$ cat config.mk
export PLATFORM = sky130hd
export DESIGN_NAME = alu_dp
export DESIGN_NICKNAME = d
export VERILOG_FILES = /design/src/rtl/alu_pkg.sv /design/src/rtl/alu_arith.sv /design/src/rtl/alu_logic.sv /design/src/rtl/alu_dp.sv
export SDC_FILE = /design/constraint.sdc
export NUM_CORES = 1
export LEC_CHECK = 0
export ABC_AREA = 0
export BUFFER_PORTS_ARGS = -buffer_cell sky130_fd_sc_hd__buf_2
export CAP_MARGIN = 20
export CORE_AREA = 2 2 146 163
export DETAILED_ROUTE_END_ITERATION = 7
export DIE_AREA = 0 0 148 165
export MAX_ROUTING_LAYER = met4
export RECOVER_POWER = 25
export SYNTH_ARGS = -nofsm -noshare
export SYNTH_HDL_FRONTEND = slang
export SYNTH_HIERARCHICAL = 1
export SYNTH_SLANG_ARGS = --single-unit
$ cat constraint.sdc
create_clock -name clk -period 0.8 [get_ports clk]
set_input_delay 0.04 -clock clk [delete_from_list [all_inputs] [get_ports clk]]
set_output_delay 0.04 -clock clk [all_outputs]
set_load 0.03 [all_outputs]
$ cat src/rtl/alu_pkg.sv
package alu_pkg;

    localparam int unsigned DATA_W = 32;

    typedef enum logic [3:0] {
        OP_AND = 4'd0,
        OP_EOR = 4'd1,
        OP_SUB = 4'd2,
        OP_RSB = 4'd3,
        OP_ADD = 4'd4,
        OP_ADC = 4'd5,
        OP_SBC = 4'd6,
        OP_RSC = 4'd7,
        OP_TST = 4'd8,
        OP_TEQ = 4'd9,
        OP_CMP = 4'd10,
        OP_CMN = 4'd11,
        OP_ORR = 4'd12,
        OP_MOV = 4'd13,
        OP_BIC = 4'd14,
        OP_MVN = 4'd15
    } alu_op_e;

    function automatic logic op_is_arith(input alu_op_e op);
        case (op)
            OP_SUB, OP_RSB, OP_ADD, OP_ADC, OP_SBC, OP_RSC, OP_CMP, OP_CMN: return 1'b1;
            default: return 1'b0;
        endcase
    endfunction

    function automatic logic op_is_test(input alu_op_e op);
        return (op == OP_TST) || (op == OP_TEQ) || (op == OP_CMP) || (op == OP_CMN);
    endfunction

endpackage

$ cat src/rtl/alu_arith.sv
module alu_arith
    import alu_pkg::*;
#(
    parameter int unsigned W = DATA_W
) (
    input  alu_op_e        op,
    input  logic [W-1:0]   a,
    input  logic [W-1:0]   b,
    input  logic           cin,
    output logic [W-1:0]   sum,
    output logic           cout,
    output logic           ovf
);
    localparam int unsigned MSB = W - 1;

    logic         swap;
    logic         inv;
    logic         cin_sel;
    logic [W-1:0] x;
    logic [W-1:0] y;
    logic [W:0]   total;

    always_comb begin
        swap    = (op == OP_RSB) || (op == OP_RSC);
        inv     = (op == OP_SUB) || (op == OP_RSB) || (op == OP_SBC) ||
                  (op == OP_RSC) || (op == OP_CMP);
        case (op)
            OP_SUB, OP_RSB, OP_CMP: cin_sel = 1'b1;
            OP_ADC, OP_SBC, OP_RSC: cin_sel = cin;
            default:                cin_sel = 1'b0;
        endcase
        x     = swap ? b : a;
        y     = inv ? ~(swap ? a : b) : (swap ? a : b);
        total = {1'b0, x} + {1'b0, y} + {{W{1'b0}}, cin_sel};
        sum   = total[MSB:0];
        cout  = total[W];
        ovf   = (x[MSB] == y[MSB]) && (sum[MSB] != x[MSB]);
    end

endmodule

$ cat src/rtl/alu_logic.sv
module alu_logic
    import alu_pkg::*;
#(
    parameter int unsigned W = DATA_W
) (
    input  alu_op_e      op,
    input  logic [W-1:0] a,
    input  logic [W-1:0] b,
    output logic [W-1:0] y
);
    always_comb begin
        case (op)
            OP_AND, OP_TST: y = a & b;
            OP_EOR, OP_TEQ: y = a ^ b;
            OP_ORR:         y = a | b;
            OP_MOV:         y = b;
            OP_BIC:         y = a & ~b;
            OP_MVN:         y = ~b;
            default:        y = '0;
        endcase
    end
endmodule

$ cat src/rtl/alu_dp.sv
module alu_dp
    import alu_pkg::*;
#(
    parameter int unsigned W = DATA_W
) (
    input  logic         clk,
    input  logic         rst_n,
    input  logic [3:0]   op_i,
    input  logic [W-1:0] opa_i,
    input  logic [W-1:0] opb_i,
    input  logic         c_in_i,
    input  logic         v_in_i,
    input  logic         shc_i,
    input  logic         setf_i,
    output logic [W-1:0] res_o,
    output logic         wr_o,
    output logic         n_o,
    output logic         z_o,
    output logic         c_o,
    output logic         v_o,
    output logic         flg_o
);
    localparam int unsigned MSB = W - 1;

    typedef struct packed {
        logic [W-1:0] res;
        logic         wr;
        logic         n;
        logic         z;
        logic         c;
        logic         v;
        logic         flg;
    } out_t;

    alu_op_e      op;
    logic [W-1:0] arith_sum;
    logic         arith_c;
    logic         arith_v;
    logic [W-1:0] logic_y;
    out_t         out_d;
    out_t         out_q;

    assign op = alu_op_e'(op_i);

    alu_arith #(.W(W)) u_arith (
        .op   (op),
        .a    (opa_i),
        .b    (opb_i),
        .cin  (c_in_i),
        .sum  (arith_sum),
        .cout (arith_c),
        .ovf  (arith_v)
    );

    alu_logic #(.W(W)) u_logic (
        .op (op),
        .a  (opa_i),
        .b  (opb_i),
        .y  (logic_y)
    );

    always_comb begin
        logic arith;
        arith     = op_is_arith(op);
        out_d.res = arith ? arith_sum : logic_y;
        out_d.wr  = !op_is_test(op);
        out_d.flg = op_is_test(op) || setf_i;
        out_d.n   = out_d.res[MSB];
        out_d.z   = (out_d.res == '0);
        out_d.c   = arith ? arith_c : shc_i;
        out_d.v   = arith ? arith_v : v_in_i;
    end

    always_ff @(posedge clk or negedge rst_n) begin
        if (!rst_n) out_q <= '0;
        else        out_q <= out_d;
    end

    assign res_o = out_q.res;
    assign wr_o  = out_q.wr;
    assign n_o   = out_q.n;
    assign z_o   = out_q.z;
    assign c_o   = out_q.c;
    assign v_o   = out_q.v;
    assign flg_o = out_q.flg;

endmodule

After elaboration in Yosys (flattened, before gate mapping)
Memories as Yosys holds them, arrays and structs flattened.
Index checks and enable logic that the tools add are counted.

storage, ports and cells
  memories kept = 1
  memory bits (read-only) = 16
  output and inout port bits = 38
  word-level logic and storage cells = 57
  register bits = 38

operators by class
  bitwise gates (word level) = 6
  multiplexer cells = 8
  add/sub/neg operators = 2
  equal/unequal tests = 16
  reduce and logical (&&, ||, !) cells = 17

memories
  memory           words  width  read ports  clocked after Yosys merged registers in  wr ports  RTL line       source
  (no name shown)  16     1      1           0                                        0         alu_pkg.sv:25  case (op)

operators with widths
  kind                  count
  $pmux W32 S6          1
  $mux W32              4
  $and A32 B32 Y32      2
  $not A32 Y32          2
  $add A32 B32 Y33      1
  $add A33 B1 Y33       1
  $eq A4 B4 Y1 const B  8
  $logic_not A32 Y1     1
  $or A32 B32 Y32       1
  $xor A32 B32 Y32      1
  $eq A4 B3 Y1 const B  3
  $logic_or A1 B1 Y1    9
  $eq A4 B2 Y1 const B  2
  $reduce_or A3 Y1      2
  $eq A4 B1 Y1 const B  1
  $logic_not A4 Y1      1
  $reduce_or A2 Y1      2
  $mux W1               2
  $pmux W1 S2           1
  $eq A1 B1 Y1          1
  $logic_and A1 B1 Y1   1
  $logic_not A1 Y1      1
  $ne A1 B1 Y1          1

Depth between registers and ports, before layout
Gate-level depths: netlist of the first run.

  depth in word-level cells = 11
  mapped depth = 20

Modules after synthesis
Netlist of the first run, hierarchy kept.

by module, submodules not included
  module     area an instance (µm²)  seq. area each (µm²)  times used  cells each
  alu_arith  2693.8                  0.0                   1           341
  alu_logic  2519.9                  0.0                   1           294
  alu_dp     1521.5                  925.9                 1           105

Worst setup path before layout of the first run
OpenSTA, ideal clock, no wires.

  path kind = input to register
  from = input op_i[0]
  to = register out_q, in the netlist z_o
  arrival = 4.338 ns
  stages on the path = 20
  data required time = 0.706 ns
  library setup time = 0.094 ns
  slack = -3.632 ns
  cell sequence = nor2b_1 -> nand2_1 -> clkbuf_1 -> mux2i_1 -> xnor2_1 -> fa_1 -> inv_1 -> fa_1 -> a21o_1 -> a311oi_2 -> nor3_1 -> o21a_1 -> and3_4 -> o21ai_2 -> a21oi_1 -> xor2_1 -> nor4_1 -> nand2_1 -> or4_4 -> a221oi_2

RTL lines
  element               RTL line      source
  from (decl)           alu_dp.sv:8   input logic [3:0] op_i,
  to (signal assigned)  alu_dp.sv:76  else out_q <= out_d;
  to (decl)             alu_dp.sv:41  out_t out_q;

==> results.txt, run 1 <==
result of the run: finished with violations
failing checks: setup timing
number of instances in the placed design: 1360
Setup-failing EPs final: 103
data arrival time of the worst path: 3.92 ns
vias per std cell: 5.19
max-slew violation count: 0
die extent in x: 148 um
global routing usage on met3: 0.0359
met2 Use GR: 0.377
relative max-transition margin: 0.622
cells taking the most area after synthesis: sky130_fd_sc_hd__dfrtp_1 (14%), sky130_fd_sc_hd__ha_1 (12%), sky130_fd_sc_hd__mux2_2 (11%)
Clock Sink Count: 37
total core area: 0.0226 mm^2
post-layout instance count excluding filler cells: 1403
Worst path slowest cell: sky130_fd_sc_hd__or4_4
ranking of synthesized cells by instance count: sky130_fd_sc_hd__inv_1 (72), sky130_fd_sc_hd__mux2_2 (65), sky130_fd_sc_hd__mux2i_1 (65)
master cell of the clock root buffer: sky130_fd_sc_hd__clkbuf_16
worst setup margin: -2.91 ns
largest fanout on the critical path: 6
Sequential Power Share: 0.140
critical path's top delay family: compound AO/OA/AOI/OAI gates
initial antenna violation count: 0
Seq cells post-synth: 37
count of buffer and inverter cells on the critical path: 4
total gr overflow: 0
Post-DP HPWL: 19300 um
required time reported for the critical path endpoint: 1.01 ns
Multi-input gate area: 0.00602 mm^2
setup_tns: -73.38 ns
first-pass GRT wire length: 40100 um
layout overhead on the synthesized area: 64.3%
Die Outline Area: 0.0244 mm^2
CP startpoint kind: primary input
mean instance size in the synthesized netlist: 9.10 um^2
DR pass1 iterations: 5
maximum cell stage delay along the critical path: 0.49 ns
global-route usage over all layers: 0.215
IO buf count: 111
Post-synth ARST share: 1.00
measured slew at the worst slew-check pin: 0.567 ns
syn nets: 879
Hold Path Class: primary input to flip-flop
fraction of layout cells with a size suffix above 1: 0.571
RSZ-0062 raised after global routing: true
number of global-route vias before repair: 7682
maximum resistive drop on vdd: 1.11 mV
instance count of the mapped netlist: 740
crit path cell chain: buf_8 -> nor2b_4 -> nand2_4 -> buf_12 -> buf_12 -> mux2_2 -> ha_1 -> a21o_4 -> a31oi_4 -> o21ai_4 -> a21o_1 -> o31ai_4 -> o21bai_2 -> xor2_1 -> nor4_1 -> buf_4 -> nand2_1 -> or4_4 -> a221oi_2
Tcrit/Tclk final: 4.64
Boundary Pins: 112
switching pwr: 0.00795 W
cell taking the most area after synthesis: sky130_fd_sc_hd__dfrtp_1
DR WL/cell: 18.6 um
Row Count: 58
time the final worst path needs with I/O delays and setup: 3.71 ns
clock transition at the registers of the reported paths: 0.06 ns
CTS max path bufs: 2
Max-cap violations: 0
dominant cell type by count on the critical path: sky130_fd_sc_hd__buf_12
EDFF count, synth: 0
Combinational Power Share: 0.720
Cell variety after synth: 60
placer's final routability congestion estimate: 0.917
standby leakage power: 5.40 nW
count of endpoints failing hold in the final timing report: 0
Highest Clock Rate: 0.269 GHz
overall routed net length: 26100 um
final layout net count: 1239
worst hold margin: 0.111 ns
library cell with the highest instance count after synthesis: sky130_fd_sc_hd__inv_1
number of vias in the routed layout: 7280
Synth top area share: 0.137
vertical die dimension: 165 um
CTS Buf Count: 5
Seq/Total Area, Yosys: 0.137
most used routing layer in global routing: met2
remaining number of nets flagged by the antenna check after routing: 0
number of warnings issued by yosys: 6
pwr dens: 1750 mW/mm^2
Iteration-0 DRC Markers: 343
switch share: 0.411
depth of the CTS H-tree: 2
sequential cell area: 926 um^2
initial core utilization: 0.297
Tot Pwr: 0.0193 W
largest net degree at the start of global routing: 41
combined area of all synthesized cells: 0.00674 mm^2
endpoint type of the worst setup path: flip-flop
global-route met1 utilization: 0.246
share of total power in the clock network: 0.141
dominant register cell in the synthesized netlist: sky130_fd_sc_hd__dfrtp_1
residual DRC count: 0
Filler Cell Count: 2092
total internal power: 0.0114 W
path type of the worst setup path: primary input to flip-flop
CTS tree: yes
## cell type report
class / instances / area share
sequential: 37 / 0.0837
multi-input combinational: 587 / 0.544
clock buffer: 5 / 0.0113
tap: 300 / 0.0339
antenna: 2 / 0.000452
timing repair buffer: 397 / 0.296
inverter: 72 / 0.0244
clock inverter: 3 / 0.00588
## sequential cells by signal (all words and copies together) (netlist names)
signal,count
wr_o,1
c_o,1
flg_o,1
n_o,1
z_o,1
v_o,1
res_o,31
## layout by cell type, fill, tap and decap left out, types with 4 or more instances in the layout
cell	instances
sky130_fd_sc_hd__buf_4	245
sky130_fd_sc_hd__inv_1	70
sky130_fd_sc_hd__buf_2	69
sky130_fd_sc_hd__buf_6	57
sky130_fd_sc_hd__mux2i_1	57
sky130_fd_sc_hd__ha_1	56
sky130_fd_sc_hd__mux2_2	47
sky130_fd_sc_hd__xor2_1	38
sky130_fd_sc_hd__nand2b_1	37
sky130_fd_sc_hd__dfrtp_1	37
sky130_fd_sc_hd__o221ai_2	31
sky130_fd_sc_hd__o22a_1	31
sky130_fd_sc_hd__a22oi_2	30
sky130_fd_sc_hd__nand2_1	25
sky130_fd_sc_hd__mux2_4	18
sky130_fd_sc_hd__a21o_1	18
sky130_fd_sc_hd__nor2_1	15
sky130_fd_sc_hd__a21oi_1	15
sky130_fd_sc_hd__buf_12	14
sky130_fd_sc_hd__a21oi_2	11
sky130_fd_sc_hd__xnor2_2	11
sky130_fd_sc_hd__nor4_1	9
sky130_fd_sc_hd__nand3_1	7
sky130_fd_sc_hd__o21ai_1	7
sky130_fd_sc_hd__o21a_1	6
sky130_fd_sc_hd__o21ai_2	6
sky130_fd_sc_hd__or4_1	5
sky130_fd_sc_hd__clkbuf_16	5
sky130_fd_sc_hd__mux2i_2	5
sky130_fd_sc_hd__xor2_2	5
sky130_fd_sc_hd__ha_4	5
sky130_fd_sc_hd__nand4_1	4
sky130_fd_sc_hd__dlygate4sd3_1	4
sky130_fd_sc_hd__nand2_2	4
sky130_fd_sc_hd__nor2b_1	4
sky130_fd_sc_hd__o21bai_1	4
## cells by family after synthesis
group,Yosys count,synth area share
fa+ha+maj,65,0.123
compound gates,191,0.267
simple gates,141,0.115
buf+inv,116,0.0751
mux,130,0.205
xor+xnor,60,0.0780
flops,37,0.137
## per-stage QoR
step / setup WS, ns / instance area (um^2) / utilization
2_1_floorplan: -2.93 / 6820 / -
3_3_place_gp: -3.11 / 9580 / 0.423
3_5_place_dp: -3.18 / 9580 / 0.423
4_1_cts: -2.83 / 10700 / 0.473
5_1_grt: -3.09 / 11100 / 0.489
6_report: -2.91 / 11100 / 0.489
## worst paths after layout
path                       cells past startpoint  startpoint  slack, ns             endpoint
max in group asynchronous                      3       rst_n      -0.03  res_o[16]$_DFF_PN0_
worst min-delay path                           3     op_i[3]       0.11       wr_o$_DFF_PN0_
worst max-delay path                          19     op_i[0]      -2.91        z_o$_DFF_PN0_
min in group asynchronous                      2       rst_n       0.24   res_o[0]$_DFF_PN0_
## per-layer routing
| layer | share of wire | wire (um) |
|---|---|---|
| met1 | 0.41 | 10800 |
| met2 | 0.50 | 13100 |
| met3 | 0.049 | 1270 |
| met4 | 0.036 | 932 |
| met5 | 0 | 0 |
## repair_timing
action	in CTS	in global routing
buffers inserted	20	17
endpoints found under the setup margin	73	73
hold buffers	4	0
pin swaps	13	20
gates resized for setup	174	56
hold endpoints to repair	40	0
cloned	2	0
## power groups by stage
stage	clock network, W	registers (W)	logic [W]
after floorplan	0	0.00374	0.00479
final	0.00272	0.00270	0.0139
after global routing	0.00284	0.00276	0.0148
after CTS	0.00277	0.00271	0.0128
after detailed placement	0	0.00258	0.0108
after global placement	0	0.00260	0.0108
Power figures use the tool's default switching activity.
==> inputs of run 2 (changes only) <==
CORE_AREA = 2 2 145 161   (was 2 2 146 163)
DIE_AREA = 0 0 147 163   (was 0 0 148 165)
PLACE_DENSITY_LB_ADDON = 0.08   (was unset)
SYNTH_HIERARCHICAL = unset   (was 1)
==> run 2 against run 1 <==
Against the previous run: the run still ends with setup timing left; synthesized area down 2.5%; cell count up 20%; core utilization up 3.7 points; sequential share of layout area down 0.53 points; largest power group unchanged; highest routed layer unchanged.
==> results.txt, run 2 <==
residual DRC count: 0 (unchanged)
measured slew at the worst slew-check pin: 0.683 ns (was 0.567 ns)
share of total power in the clock network: 0.113 (was 0.141)
master cell of the clock root buffer: sky130_fd_sc_hd__clkbuf_16 (unchanged)
Setup-failing EPs final: 73 (was 103)
first-pass GRT wire length: 44800 um (was 40100 um)
overall routed net length: 29900 um (was 26100 um)
result of the run: finished with violations (unchanged)
required time reported for the critical path endpoint: 1.02 ns (was 1.01 ns)
path type of the worst setup path: primary input to flip-flop (unchanged)
data arrival time of the worst path: 4.11 ns (was 3.92 ns)
cell taking the most area after synthesis: sky130_fd_sc_hd__dfrtp_1 (unchanged)
time the final worst path needs with I/O delays and setup: 3.90 ns (was 3.71 ns)
cells taking the most area after synthesis: sky130_fd_sc_hd__dfrtp_1 (14%), sky130_fd_sc_hd__ha_1 (12%), sky130_fd_sc_hd__nand2_1 (6.9%) (was sky130_fd_sc_hd__dfrtp_1 (14%), sky130_fd_sc_hd__ha_1 (12%), sky130_fd_sc_hd__mux2_2 (11%))
layout overhead on the synthesized area: 80.0% (was 64.3%)
leading cell type in the layout, fill and taps excluded: sky130_fd_sc_hd__buf_4 (unchanged)
combinational family with the most area after synthesis: compound AO/OA/AOI/OAI gates (unchanged)
Tcrit/Tclk final: 4.87 (was 4.64)
max-slew violation count: 0 (unchanged)
multiplexer fraction of the synthesized cell area: 0.0141 (was 0.205)
Max-cap violations: 0 (unchanged)
die extent in x: 147 um (was 148 um)
initial antenna violation count: 0 (unchanged)
max reg flops: 31 (unchanged)
endpoint type of the worst setup path: flip-flop (unchanged)
final layout net count: 1517 (was 1239)
count of endpoints failing hold in the final timing report: 0 (unchanged)
number of warnings issued by yosys: 0 (was 6)
Tot Pwr: 0.0192 W (was 0.0193 W)
vertical die dimension: 163 um (was 165 um)
area share of fa/ha/maj cells after synthesis: 0.126 (was 0.123)
CP startpoint kind: primary input (unchanged)
area fraction in compound gates after synthesis: 0.348 (was 0.267)
EDFF count, synth: 0 (unchanged)
Post-DP HPWL: 22500 um (was 19300 um)
Clock Sink Count: 37 (unchanged)
combined area of all synthesized cells: 0.00656 mm^2 (was 0.00674 mm^2)
Filler Cell Count: 2201 (was 2092)
Synth top area share: 0.141 (was 0.137)
Highest Clock Rate: 0.257 GHz (was 0.269 GHz)
Seq cells post-synth: 37 (unchanged)
largest net degree at the start of global routing: 54 (was 41)
fraction of layout cells with a size suffix above 1: 0.479 (was 0.571)
remaining number of nets flagged by the antenna check after routing: 0 (unchanged)
highest-count cells in the layout ignoring fill and taps: sky130_fd_sc_hd__buf_4 (349), sky130_fd_sc_hd__nand2_1 (113), sky130_fd_sc_hd__buf_6 (74), sky130_fd_sc_hd__inv_1 (69), sky130_fd_sc_hd__buf_2 (68) (was sky130_fd_sc_hd__buf_4 (245), sky130_fd_sc_hd__inv_1 (70), sky130_fd_sc_hd__buf_2 (69), sky130_fd_sc_hd__buf_6 (57), sky130_fd_sc_hd__mux2i_1 (57))
Seq/Total Area, Yosys: 0.141 (was 0.137)
library cell with the highest instance count after synthesis: sky130_fd_sc_hd__nand2_1 (was sky130_fd_sc_hd__inv_1)
initial core utilization: 0.292 (was 0.297)
depth of the CTS H-tree: 2 (unchanged)
instance count of the mapped netlist: 920 (was 740)
parity-gate share of the synthesized area counting xor and xnor cells: 0.0600 (was 0.0780)
ranking of synthesized cells by instance count: sky130_fd_sc_hd__nand2_1 (121), sky130_fd_sc_hd__o21ai_0 (90), sky130_fd_sc_hd__inv_1 (75) (was sky130_fd_sc_hd__inv_1 (72), sky130_fd_sc_hd__mux2_2 (65), sky130_fd_sc_hd__mux2i_1 (65))
number of diodes: 0 (was 2)
CTS tree: yes (unchanged)
area after detailed placement: 0.00991 mm^2 (was 0.00958 mm^2)
Sequential Power Share: 0.135 (was 0.140)
Hold Path Class: primary input to flip-flop (unchanged)
clock transition at the registers of the reported paths: 0.08 ns (was 0.06 ns)
DR pass1 iterations: 4 (was 5)
dominant register cell in the synthesized netlist: sky130_fd_sc_hd__dfrtp_1 (unchanged)
Combinational Power Share: 0.753 (was 0.720)
global-route usage over all layers: 0.246 (was 0.215)
total internal power: 0.0109 W (was 0.0114 W)
vias per std cell: 5.12 (was 5.19)
placer's final routability congestion estimate: 0.998 (was 0.917)
standby leakage power: 5.74 nW (was 5.40 nW)
Die Outline Area: 0.0240 mm^2 (was 0.0244 mm^2)
final core utilization: 0.525 (was 0.489)
failing checks: setup timing (unchanged)
total non-filler cell area in the finished layout: 0.0118 mm^2 (was 0.0111 mm^2)
number of vias in the routed layout: 8595 (was 7280)
relative max-transition margin: 0.542 (was 0.622)
switching pwr: 0.00837 W (was 0.00795 W)
IO buf count: 111 (unchanged)
mean instance size in the synthesized netlist: 7.13 um^2 (was 9.10 um^2)
pwr dens: 1630 mW/mm^2 (was 1750 mW/mm^2)
switch share: 0.435 (was 0.411)
CTS max path bufs: 2 (unchanged)
worst setup margin: -3.10 ns (was -2.91 ns)
maximum resistive drop on vdd: 1.01 mV (was 1.11 mV)
syn nets: 1059 (was 879)
CTS Buf Count: 5 (unchanged)
RSZ-0062 raised after global routing: true (unchanged)
Boundary Pins: 112 (unchanged)
total gr overflow: 0 (unchanged)
synthesized-area fraction occupied by and/or/nand/nor cells: 0.215 (was 0.115)
DR WL/cell: 17.8 um (was 18.6 um)
Post-synth ARST share: 1.00 (unchanged)
largest fanout on the critical path: 6 (unchanged)
Row Count: 58 (unchanged)
total core area: 0.0225 mm^2 (was 0.0226 mm^2)
pre-CTS setup slack: -3.78 ns (was -3.18 ns)
number of global-route vias before repair: 8282 (was 7682)
Cell variety after synth: 96 (was 60)
Iteration-0 DRC Markers: 498 (was 343)
## run 2: changes by cell type in the layout (fill, tap and decap cells not counted), sizes merged, moves of 18 or more
cell / previous run / this run
buf: 389 / 510
nand2: 30 / 121
o21ai: 16 / 99
mux2: 65 / 2
mux2i: 65 / 7
a21oi: 28 / 67
xor2: 43 / 6
o22a: 31 / 0
nand2b: 38 / 10
o221ai: 32 / 8
xnor2: 17 / 39
nand3: 7 / 28
o211ai: 0 / 19
nor2: 20 / 38
## run 2: worst max-delay path, stage by stage
cell and delay, ns:
sky130_fd_sc_hd__buf_8 0.11, sky130_fd_sc_hd__inv_8 0.06, sky130_fd_sc_hd__nand3_4 0.13, sky130_fd_sc_hd__nor2_4 0.14, sky130_fd_sc_hd__a21oi_4 0.04, sky130_fd_sc_hd__xnor2_2 0.14, sky130_fd_sc_hd__fa_2 0.40, sky130_fd_sc_hd__inv_2 0.07
sky130_fd_sc_hd__fa_2 0.19, sky130_fd_sc_hd__a21o_1 0.18, sky130_fd_sc_hd__a221oi_4 0.09, sky130_fd_sc_hd__buf_6 0.13, sky130_fd_sc_hd__buf_6 0.11, sky130_fd_sc_hd__buf_6 0.11, sky130_fd_sc_hd__o31a_4 0.29, sky130_fd_sc_hd__a2111o_1 0.46
sky130_fd_sc_hd__nor3b_4 0.21, sky130_fd_sc_hd__xor2_2 0.15, sky130_fd_sc_hd__o21ai_2 0.11, sky130_fd_sc_hd__or4_4 0.53, sky130_fd_sc_hd__nor3_4 0.21, sky130_fd_sc_hd__nor4b_4 0.21
## run 2: kinds of logic after synthesis
kind of cell	count (synthesis)
buf+inv	144
compound gates	335
mux	9
flops	37
fa+ha+maj	65
xor+xnor	45
simple gates	285
## run 2: power by group through the flow
| stage | Clock [W] | Combinational (W) | Sequential (W) |
|---|---|---|---|
| after floorplan | 0 | 0.00500 | 0.00355 |
| after global placement | 0 | 0.0111 | 0.00249 |
| after detailed placement | 0 | 0.0111 | 0.00250 |
| after CTS | 0.00219 | 0.0135 | 0.00260 |
| after global routing | 0.00226 | 0.0154 | 0.00264 |
| final | 0.00217 | 0.0145 | 0.00259 |
## run 2: final timing paths
check / start / end / slack [ns] / cells past startpoint
max: op_i[3] / z_o$_DFF_PN0_ / -3.10 / 22
min: op_i[3] / wr_o$_DFF_PN0_ / 0.09 / 3
max in group asynchronous: rst_n / res_o[13]$_DFF_PN0_ / 0.19 / 3
min in group asynchronous: rst_n / res_o[30]$_DFF_PN0_ / 0.29 / 3
## run 2: final cells by class
| class | instances | area [um^2] | area share |
|---|---|---|---|
| Inverter | 77 | 297 | 0.0251 |
| Sequential cell | 37 | 926 | 0.0783 |
| Clock inverter | 2 | 10.0 | 0.000847 |
| Timing Repair Buffer | 517 | 4240 | 0.359 |
| Multi-Input combinational cell | 740 | 5840 | 0.494 |
| Tap cell | 300 | 375 | 0.0318 |
| Clock buffer | 6 | 129 | 0.0109 |
## run 2: repair_timing
action,in CTS,in global routing
gates cloned,2,2
hold buffers,4,0
resized for setup,217,79
setup buffers,47,27
hold endpoints to repair,40,0
setup endpoints to repair,73,73
pin swaps,57,41
## run 2: stage by stage
| step | hold slack, ns | instances | setup TNS, ns |
|---|---|---|---|
| after floorplan | -0.256 | 920 | -76.80 |
| after global placement | 0.0357 | 1601 | -82.42 |
| after detailed placement | 0.0371 | 1601 | -82.48 |
| after CTS | 0.0698 | 1655 | -69.41 |
| after global routing | 0.103 | 1679 | -75.28 |
| final | 0.0893 | 1679 | -70.96 |
## run 2: layer usage
metal | vias to the layer above | share of wire | GRT usage
met5 | - | 0 | -
met4 | 0 | 0.021 | 0.0616
met3 | 46 | 0.039 | 0.0235
met2 | 244 | 0.50 | 0.433
met1 | 4028 | 0.44 | 0.303
li1 | 4277 | - | -
